**src/rtl/spi_chan_pkg.sv**
```systemverilog
`timescale 1ns/1ps
package spi_chan_pkg;
  localparam int REG_CFG  = 0;
  localparam int REG_STAT = 1;
  localparam int REG_CTRL = 2;
  localparam int REG_TXD  = 3;
  localparam int REG_RXD  = 4;

  localparam int CB_PHA   = 0;
  localparam int CB_POL   = 1;
  localparam int CB_DIV   = 2;
  localparam int CB_CSPOL = 6;
  localparam int CB_LEN   = 7;
  localparam int CB_MODE  = 12;
  localparam int CB_DMAW  = 14;
  localparam int CB_DMAR  = 15;
  localparam int CB_FORCE = 20;

  localparam logic [31:0] CFG_KEEP = 32'h0010_FFFF;

  typedef enum logic [1:0] {
    XM_DUPLEX  = 2'b00,
    XM_RX_ONLY = 2'b01,
    XM_TX_ONLY = 2'b10,
    XM_SPARE   = 2'b11
  } xfer_mode_e;
endpackage

```
**src/rtl/spi_chan_baud.sv**
```systemverilog
`timescale 1ns/1ps
module spi_chan_baud #(
  parameter int EXP_W = 4,
  localparam int CNT_W = 1 << EXP_W
) (
  input  logic             clk,
  input  logic             rst_n,
  input  logic             run,
  input  logic             clear,
  input  logic [EXP_W-1:0] exp_sel,
  output logic             tick
);
  logic [CNT_W-1:0] cnt;
  logic [CNT_W-1:0] lim;

  always_comb lim = (CNT_W'(1) << exp_sel) - CNT_W'(1);
  assign tick = run & (cnt == lim);

  always_ff @(posedge clk or negedge rst_n) begin
    if (!rst_n)                     cnt <= '0;
    else if (clear || !run || tick) cnt <= '0;
    else                            cnt <= cnt + CNT_W'(1);
  end
endmodule

```
**src/rtl/spi_chan_shift.sv**
```systemverilog
`timescale 1ns/1ps
module spi_chan_shift #(
  parameter int DATA_W = 32,
  parameter int EXP_W  = 4,
  localparam int LEN_W  = $clog2(DATA_W),
  localparam int EDGE_W = LEN_W + 1
) (
  input  logic              clk,
  input  logic              rst_n,
  input  logic              start,
  input  logic [DATA_W-1:0] tx_word,
  input  logic [LEN_W-1:0]  len_m1,
  input  logic              cpol,
  input  logic              cpha,
  input  logic [EXP_W-1:0]  div_exp,
  input  logic              miso,
  output logic              busy,
  output logic              done,
  output logic [DATA_W-1:0] rx_word,
  output logic              sclk,
  output logic              mosi
);
  logic [LEN_W-1:0]  top_idx;
  logic [EDGE_W-1:0] edge_cnt;
  logic [EDGE_W-1:0] last_edge;
  logic [DATA_W-1:0] tx_sh;
  logic [DATA_W-1:0] rx_sh;
  logic              phase;
  logic              tick;
  logic              lead;
  logic              samp_now;
  logic              shift_now;

  spi_chan_baud #(.EXP_W(EXP_W)) u_baud (
    .clk     (clk),
    .rst_n   (rst_n),
    .run     (busy),
    .clear   (start),
    .exp_sel (div_exp),
    .tick    (tick)
  );

  // shortest legal word is 4 bits; smaller fields clamp up
  always_comb top_idx   = (len_m1 < LEN_W'(3)) ? LEN_W'(3) : len_m1;
  always_comb last_edge = {top_idx, 1'b1};
  always_comb lead      = ~edge_cnt[0];
  always_comb samp_now  = tick & (lead ^ cpha);
  always_comb shift_now = tick & ~(lead ^ cpha) & (edge_cnt != '0);

  always_ff @(posedge clk or negedge rst_n) begin
    if (!rst_n) begin
      busy     <= 1'b0;
      done     <= 1'b0;
      phase    <= 1'b0;
      edge_cnt <= '0;
      tx_sh    <= '0;
      rx_sh    <= '0;
    end else begin
      done <= 1'b0;
      if (start) begin
        busy     <= 1'b1;
        phase    <= 1'b0;
        edge_cnt <= '0;
        tx_sh    <= tx_word;
        rx_sh    <= '0;
      end else if (tick) begin
        phase <= ~phase;
        if (samp_now)  rx_sh <= {rx_sh[DATA_W-2:0], miso};
        if (shift_now) tx_sh <= tx_sh << 1;
        if (edge_cnt == last_edge) begin
          busy     <= 1'b0;
          done     <= 1'b1;
          edge_cnt <= '0;
        end else begin
          edge_cnt <= edge_cnt + EDGE_W'(1);
        end
      end
    end
  end

  assign sclk    = cpol ^ phase;
  assign mosi    = tx_sh[top_idx];
  assign rx_word = rx_sh;
endmodule

```
**src/rtl/spi_chan.sv**
```systemverilog
`timescale 1ns/1ps
module spi_chan
  import spi_chan_pkg::*;
#(
  parameter int DATA_W = 32,
  parameter int ADDR_W = 3,
  parameter int EXP_W  = 4,
  localparam int LEN_W = $clog2(DATA_W)
) (
  input  logic              clk,
  input  logic              rst_n,
  input  logic [ADDR_W-1:0] bus_addr,
  input  logic              bus_wr,
  input  logic              bus_rd,
  input  logic [DATA_W-1:0] bus_wdata,
  output logic [DATA_W-1:0] bus_rdata,
  output logic              spi_sclk,
  output logic              spi_mosi,
  input  logic              spi_miso,
  output logic              spi_cs,
  output logic              dma_tx_req,
  output logic              dma_rx_req
);
  logic [DATA_W-1:0] cfg_q;
  logic              ctrl_en;
  logic [DATA_W-1:0] tx_buf;
  logic              tx_empty;
  logic [DATA_W-1:0] rx_buf;
  logic              rx_full;
  logic              kick;
  logic              shift_busy;
  logic              shift_done;
  logic [DATA_W-1:0] shift_rx;
  logic              start;
  xfer_mode_e        mode;
  logic              wr_cfg, wr_ctrl, wr_tx, rd_rx;

  always_comb begin
    mode    = xfer_mode_e'(cfg_q[CB_MODE +: 2]);
    wr_cfg  = bus_wr & (bus_addr == ADDR_W'(REG_CFG));
    wr_ctrl = bus_wr & (bus_addr == ADDR_W'(REG_CTRL));
    wr_tx   = bus_wr & (bus_addr == ADDR_W'(REG_TXD));
    rd_rx   = bus_rd & (bus_addr == ADDR_W'(REG_RXD));
    start   = ctrl_en & ~shift_busy & (~tx_empty | kick);
  end

  always_ff @(posedge clk or negedge rst_n) begin
    if (!rst_n) begin
      cfg_q    <= '0;
      ctrl_en  <= 1'b0;
      tx_buf   <= '0;
      tx_empty <= 1'b1;
      rx_buf   <= '0;
      rx_full  <= 1'b0;
      kick     <= 1'b0;
    end else begin
      if (wr_cfg)  cfg_q   <= bus_wdata & DATA_W'(CFG_KEEP);
      if (wr_ctrl) ctrl_en <= bus_wdata[0];
      if (wr_tx)   tx_buf  <= bus_wdata;
      // a write in the load cycle refills the buffer
      if (wr_tx)      tx_empty <= 1'b0;
      else if (start) tx_empty <= 1'b1;
      if (start)                            kick <= 1'b0;
      else if (rd_rx && mode == XM_RX_ONLY) kick <= 1'b1;
      // completion beats a concurrent read
      if (shift_done && mode != XM_TX_ONLY) begin
        rx_buf  <= shift_rx;
        rx_full <= 1'b1;
      end else if (rd_rx) begin
        rx_full <= 1'b0;
      end
    end
  end

  spi_chan_shift #(.DATA_W(DATA_W), .EXP_W(EXP_W)) u_shift (
    .clk     (clk),
    .rst_n   (rst_n),
    .start   (start),
    .tx_word (tx_buf),
    .len_m1  (cfg_q[CB_LEN +: LEN_W]),
    .cpol    (cfg_q[CB_POL]),
    .cpha    (cfg_q[CB_PHA]),
    .div_exp (cfg_q[CB_DIV +: EXP_W]),
    .miso    (spi_miso),
    .busy    (shift_busy),
    .done    (shift_done),
    .rx_word (shift_rx),
    .sclk    (spi_sclk),
    .mosi    (spi_mosi)
  );

  always_comb begin
    case (bus_addr)
      ADDR_W'(REG_CFG):  bus_rdata = cfg_q;
      ADDR_W'(REG_STAT): bus_rdata = {{(DATA_W-3){1'b0}}, ~shift_busy, tx_empty, rx_full};
      ADDR_W'(REG_CTRL): bus_rdata = {{(DATA_W-1){1'b0}}, ctrl_en};
      ADDR_W'(REG_TXD):  bus_rdata = tx_buf;
      ADDR_W'(REG_RXD):  bus_rdata = rx_buf;
      default:           bus_rdata = '0;
    endcase
  end

  assign spi_cs     = cfg_q[CB_CSPOL] ? ~cfg_q[CB_FORCE] : cfg_q[CB_FORCE];
  assign dma_tx_req = cfg_q[CB_DMAW] & tx_empty;
  assign dma_rx_req = cfg_q[CB_DMAR] & rx_full;
endmodule

```
**config.mk**
```make
export PLATFORM = sky130hd
export DESIGN_NAME = spi_chan
export DESIGN_NICKNAME = d
export VERILOG_FILES = /design/src/rtl/spi_chan_pkg.sv /design/src/rtl/spi_chan_baud.sv /design/src/rtl/spi_chan_shift.sv /design/src/rtl/spi_chan.sv
export SDC_FILE = /design/constraint.sdc
export NUM_CORES = 1
export LEC_CHECK = 0
export BUFFER_PORTS_ARGS = -buffer_cell sky130_fd_sc_hd__buf_4
export CAP_MARGIN = 10
export CORE_UTILIZATION = 40
export CTS_BUF_LIST = sky130_fd_sc_hd__clkbuf_4 sky130_fd_sc_hd__clkbuf_8 sky130_fd_sc_hd__clkbuf_16
export DETAILED_ROUTE_END_ITERATION = 7
export PLACE_DENSITY = 0.63
export SKIP_CTS_REPAIR_TIMING = 1
export SYNTH_ARGS = -nofsm -noshare
export SYNTH_HDL_FRONTEND = slang
export SYNTH_SLANG_ARGS = --single-unit
```
**constraint.sdc**
```tcl
create_clock -name clk -period 3.4 [get_ports clk]
set_input_delay 0.17 -clock clk [delete_from_list [all_inputs] [get_ports clk]]
set_output_delay 0.17 -clock clk [all_outputs]
set_load 0.03 [all_outputs]
```
==> impl_results.rst <==
.. list-table::
   :header-rows: 1

   * - Metric
     - Value
   * - Cell chain of the critical path
     - nor3_4 > nand2b_1 > ha_1 > buf_4 > or3_1 > and2_1 > o221ai_1 > nand4bb_1 > buf_12 > nor3_4 > buf_12 > mux2i_1
   * - CP peak stage delay
     - about 0.4 ns
   * - Leading cell type by number of instances after synthesis
     - sky130_fd_sc_hd__dfrtp_1
   * - Number of max-slew violations in the final report
     - 0
   * - Post-route ant nets
     - 0
   * - Clock tree root buffer cell
     - sky130_fd_sc_hd__clkbuf_16
   * - Final setup vio count
     - 0
   * - Number of CTS-inserted buffers
     - 17
   * - Most used flip-flop cell after synthesis
     - sky130_fd_sc_hd__dfrtp_1
   * - Leading cell types by total area after synthesis
     - sky130_fd_sc_hd__dfrtp_1 47%, sky130_fd_sc_hd__mux2_2 8.4%, sky130_fd_sc_hd__mux2i_1 5.7%
   * - Area growth, synth to finish
     - 20.60%
   * - Count of maximum capacitance violations
     - 0
   * - Starting density of the core
     - 0.4081
   * - Leak Pwr
     - 4.912 nW
   * - Crit start category
     - register
   * - Switching Fraction
     - 0.3564
   * - Vias/cell
     - 5.763
   * - R2R Setup Slk
     - 0.23 ns
   * - Global-route usage over all layers
     - 0.2144
   * - Number of hold-slack violations in the final timing report
     - 0
   * - Largest fanout of any net on the critical path
     - 40
   * - Class of the most critical hold timing path
     - primary input to register
   * - Vias in the first global route
     - around 7000
   * - CTS sink count
     - 174
   * - Detailed-routing iteration count for the pre-antenna-repair pass
     - 5
   * - RD Place Congestion
     - 0.7889
   * - DR vias
     - 7348
   * - Final WL
     - ~25 mm
   * - Endpoint type of the worst setup path
     - register
   * - Share of the yosys chip area belonging to registers
     - 0.4714
   * - Die Span Y
     - 154.0 µm
   * - Count of unresolved DRC violations after routing
     - 0
   * - I/O pin count
     - 77
   * - Critical register-to-register path startpoint
     - cfg_q[4]$_DFFE_PN0P_
   * - Capture point of the worst reg-to-reg path
     - u_shift.rx_word[23]$_DFFE_PN0P_
   * - Avg Cell Area, Syn
     - 10.35 µm²
   * - Worst IR Drop VDD
     - roughly 270 µV
   * - Fin Clk Skew
     - 0.01327 ns
   * - Layout fillers
     - around 2100
   * - Combinational group share of total power
     - 0.281
   * - Async set-or-reset flop fraction in the synthesized netlist
     - 1.000
   * - GRT Residual Overflow
     - 0
   * - Final critical-path required period
     - around 3.2 ns
   * - Buffers added on ports
     - between 70 and 80
   * - Layout Nets
     - 1019
   * - Data required time of the critical path
     - between 3 and 4 ns
   * - Yosys top cell area share
     - 0.4686
   * - Horizontal extent of the die
     - 154.0 µm
   * - Number of distinct library cell variants in the gate-level netlist after synthesis
     - 64
   * - Power dissipated by switching net loads
     - 2.438 mW
   * - Critical setup path kind
     - register to register
   * - Mean routed wirelength per cell
     - slightly below 20 µm
   * - Period utilisation layout
     - 0.9335
   * - FP Rows
     - 55
   * - Skew-Pair Late Insertion Delay
     - 0.44 ns
   * - Number of cells produced by synthesis
     - ~890
   * - Net Count, Synth
     - 937
   * - Fraction of layout instances using a drive strength above 1
     - 0.2379
   * - Internal power
     - 4.402 mW
   * - Total number of yosys warnings
     - 0
   * - Worst hold path stage count
     - 4
   * - Area of combinational cells with multiple inputs
     - 4498 µm²
   * - Deepest level of the CTS H-tree
     - 4
   * - Post-route cell area
     - ~11000 µm²
   * - Cell type contributing the most total cell area after synthesis
     - sky130_fd_sc_hd__dfrtp_1
   * - Detailed placement HPWL
     - approximately 16 mm
   * - Status
     - completed
   * - PD cells
     - around 600 nW/µm²
   * - Worst-path cell with the longest stage delay
     - sky130_fd_sc_hd__dfrtp_1
   * - Remaining max-slew budget at the tightest pin
     - 0.3340
   * - Initial antenna violation count
     - 2
   * - Total Die Area
     - 23710 µm²
   * - Area of the core
     - 22640 µm²
   * - Slew at the pin closest to its max-slew limit
     - 0.9966 ns
   * - Wire length of the first global-routing pass
     - 39.72 mm
   * - Top cells by count, synth
     - 173 x sky130_fd_sc_hd__dfrtp_1, 85 x sky130_fd_sc_hd__nand2_1, 69 x sky130_fd_sc_hd__mux2_2, 64 x sky130_fd_sc_hd__nor2_1, 54 x sky130_fd_sc_hd__clkbuf_1
   * - Relative contribution of sequential cells to total power
     - 0.416
   * - Arrival time reported for the critical path endpoint
     - 3.53 ns
   * - Clock Pin Slew Worst Setup and Hold Paths
     - approximately 0.080 ns
   * - Maximum number of pins on one net before global-route repair
     - 93
   * - Setup repair after global routing missed its margin
     - no
   * - Post-Route Setup TNS
     - 0 ns
   * - Placed instance area
     - between 10000 and 15000 µm²
   * - Depth of the most critical reg-to-reg path
     - 12
   * - Flip-flop and latch count after synthesis
     - 174
   * - Netlist area before placement
     - 9239 µm²
   * - Max frequency
     - 0.3151 GHz
   * - Startpoint of the most critical hold path
     - bus_rd
   * - Clock Path Buffers
     - 2
   * - Number of synthesized flops with an enable pin
     - 0
   * - End point of the worst hold path
     - rx_full$_DFFE_PN0P_
   * - Total area of sequential cells
     - 4355 µm²
   * - CTS tree
     - yes
   * - Power share of the clock group
     - 0.302
   * - Initial DRC count
     - about 640
==> placed cells by master (no fill, tap or decap), types with 12 or more instances in the layout <==
cell type and n:
sky130_fd_sc_hd__and3_1 40, sky130_fd_sc_hd__o31ai_1 32, sky130_fd_sc_hd__mux2_2 69, sky130_fd_sc_hd__mux2i_1 53
sky130_fd_sc_hd__dfrtp_1 173, sky130_fd_sc_hd__clkbuf_16 17, sky130_fd_sc_hd__xnor2_1 12, sky130_fd_sc_hd__inv_1 27
sky130_fd_sc_hd__nand2_1 85, sky130_fd_sc_hd__buf_4 101, sky130_fd_sc_hd__a41oi_1 31, sky130_fd_sc_hd__a21oi_1 36
sky130_fd_sc_hd__nor2_1 62, sky130_fd_sc_hd__dlygate4sd3_1 34, sky130_fd_sc_hd__o21ai_0 44, sky130_fd_sc_hd__a22o_1 16
sky130_fd_sc_hd__xor2_1 15
==> metrics by stage <==
step                        util  std cells  power (mW)  setup WS (ns)  hold slack, ns
after floorplan                -        893       4.088        0.01111         -0.1256
after global placement    0.4485       1207       4.730         0.2602          0.3216
after detailed placement  0.4485       1207       4.751         0.1955          0.3254
after CTS                 0.4766       1239       6.821        0.07980         -0.1511
after global routing      0.4921       1275       7.178        0.04375        0.008551
final                     0.4921       1275       6.841         0.2262        0.001657
==> power by group through the flow <==
stage / Combinational [mW] / Sequential, mW / Clock [mW]
after floorplan: 1.37 / 2.72 / 0
after global placement: 1.86 / 2.87 / 0
after detailed placement: 1.88 / 2.87 / 0
after CTS: 1.89 / 2.84 / 2.10
after global routing: 2.10 / 2.90 / 2.19
final: 1.92 / 2.85 / 2.07
==> cell type report <==
class                           count  share of cell area
Multi-Input combinational cell    615              0.4037
Sequential cell                   174              0.3909
Timing Repair Buffer              140              0.1068
Clock buffer                       17             0.03818
Tap cell                          285             0.03200
Clock inverter                     15             0.01887
Inverter                           27            0.009096
Antenna cell                        2           0.0004492
==> critical path, delay by kind of cell, from the launching register on <==
kind	cells	cell delay, ns
fa+ha+maj	1	0.29
flops	1	0.41
buf+inv	3	0.69
simple gates	6	1.16
mux	1	0.23
compound gates	1	0.26
==> worst max path at each step <==
stage                                startpoint                               to  slack (ns)  cells after the start
after floorplan            cfg_q[5]$_DFFE_PN0P_  u_shift.rx_word[16]$_DFFE_PN0P_        0.01                     15
after global placement     cfg_q[4]$_DFFE_PN0P_  u_shift.rx_word[23]$_DFFE_PN0P_        0.26                     10
after detailed placement   cfg_q[4]$_DFFE_PN0P_   u_shift.rx_word[2]$_DFFE_PN0P_        0.20                     10
after CTS                 cfg_q[11]$_DFFE_PN0P_                         spi_mosi        0.08                      7
after global routing       cfg_q[5]$_DFFE_PN0P_  u_shift.rx_word[22]$_DFFE_PN0P_        0.04                     12
final                      cfg_q[4]$_DFFE_PN0P_  u_shift.rx_word[23]$_DFFE_PN0P_        0.23                     12
==> registers in the layout, indices dropped and copies added, names as in the netlist, 6 cells and up <==
| register | cells |
|---|---|
| cfg_q | 17 |
| rx_buf | 32 |
| tx_buf | 32 |
| u_shift.edge_cnt | 6 |
| u_shift.rx_word | 32 |
| u_shift.tx_sh | 32 |
| u_shift.u_baud.cnt | 16 |
==> cell families (layout without fill, tap and decap cells) <==
kind of cell             count (synthesis)  count (layout)  share of synthesized area
AO/OA/AOI/OAI                          205             205                     0.1576
XOR/XNOR                                27              27                    0.02560
adder cells (fa/ha/maj)                  4               4                   0.005417
buffers and inverters                  104             199                    0.04875
flip-flops                             174             174                     0.4714
multiplexers                           129             129                     0.1586
other                                    0               2                          0
AND/OR/NAND/NOR                        250             250                     0.1326
==> per-layer routing <==
layer  track usage  vias up  share of wire
met5             0        -              0
met4       0.07048        0          0.020
met3       0.03720       32          0.043
met2        0.3338      188           0.47
met1        0.3024     3719           0.47
li1              -     3409              -
Power figures use the tool's default switching activity.
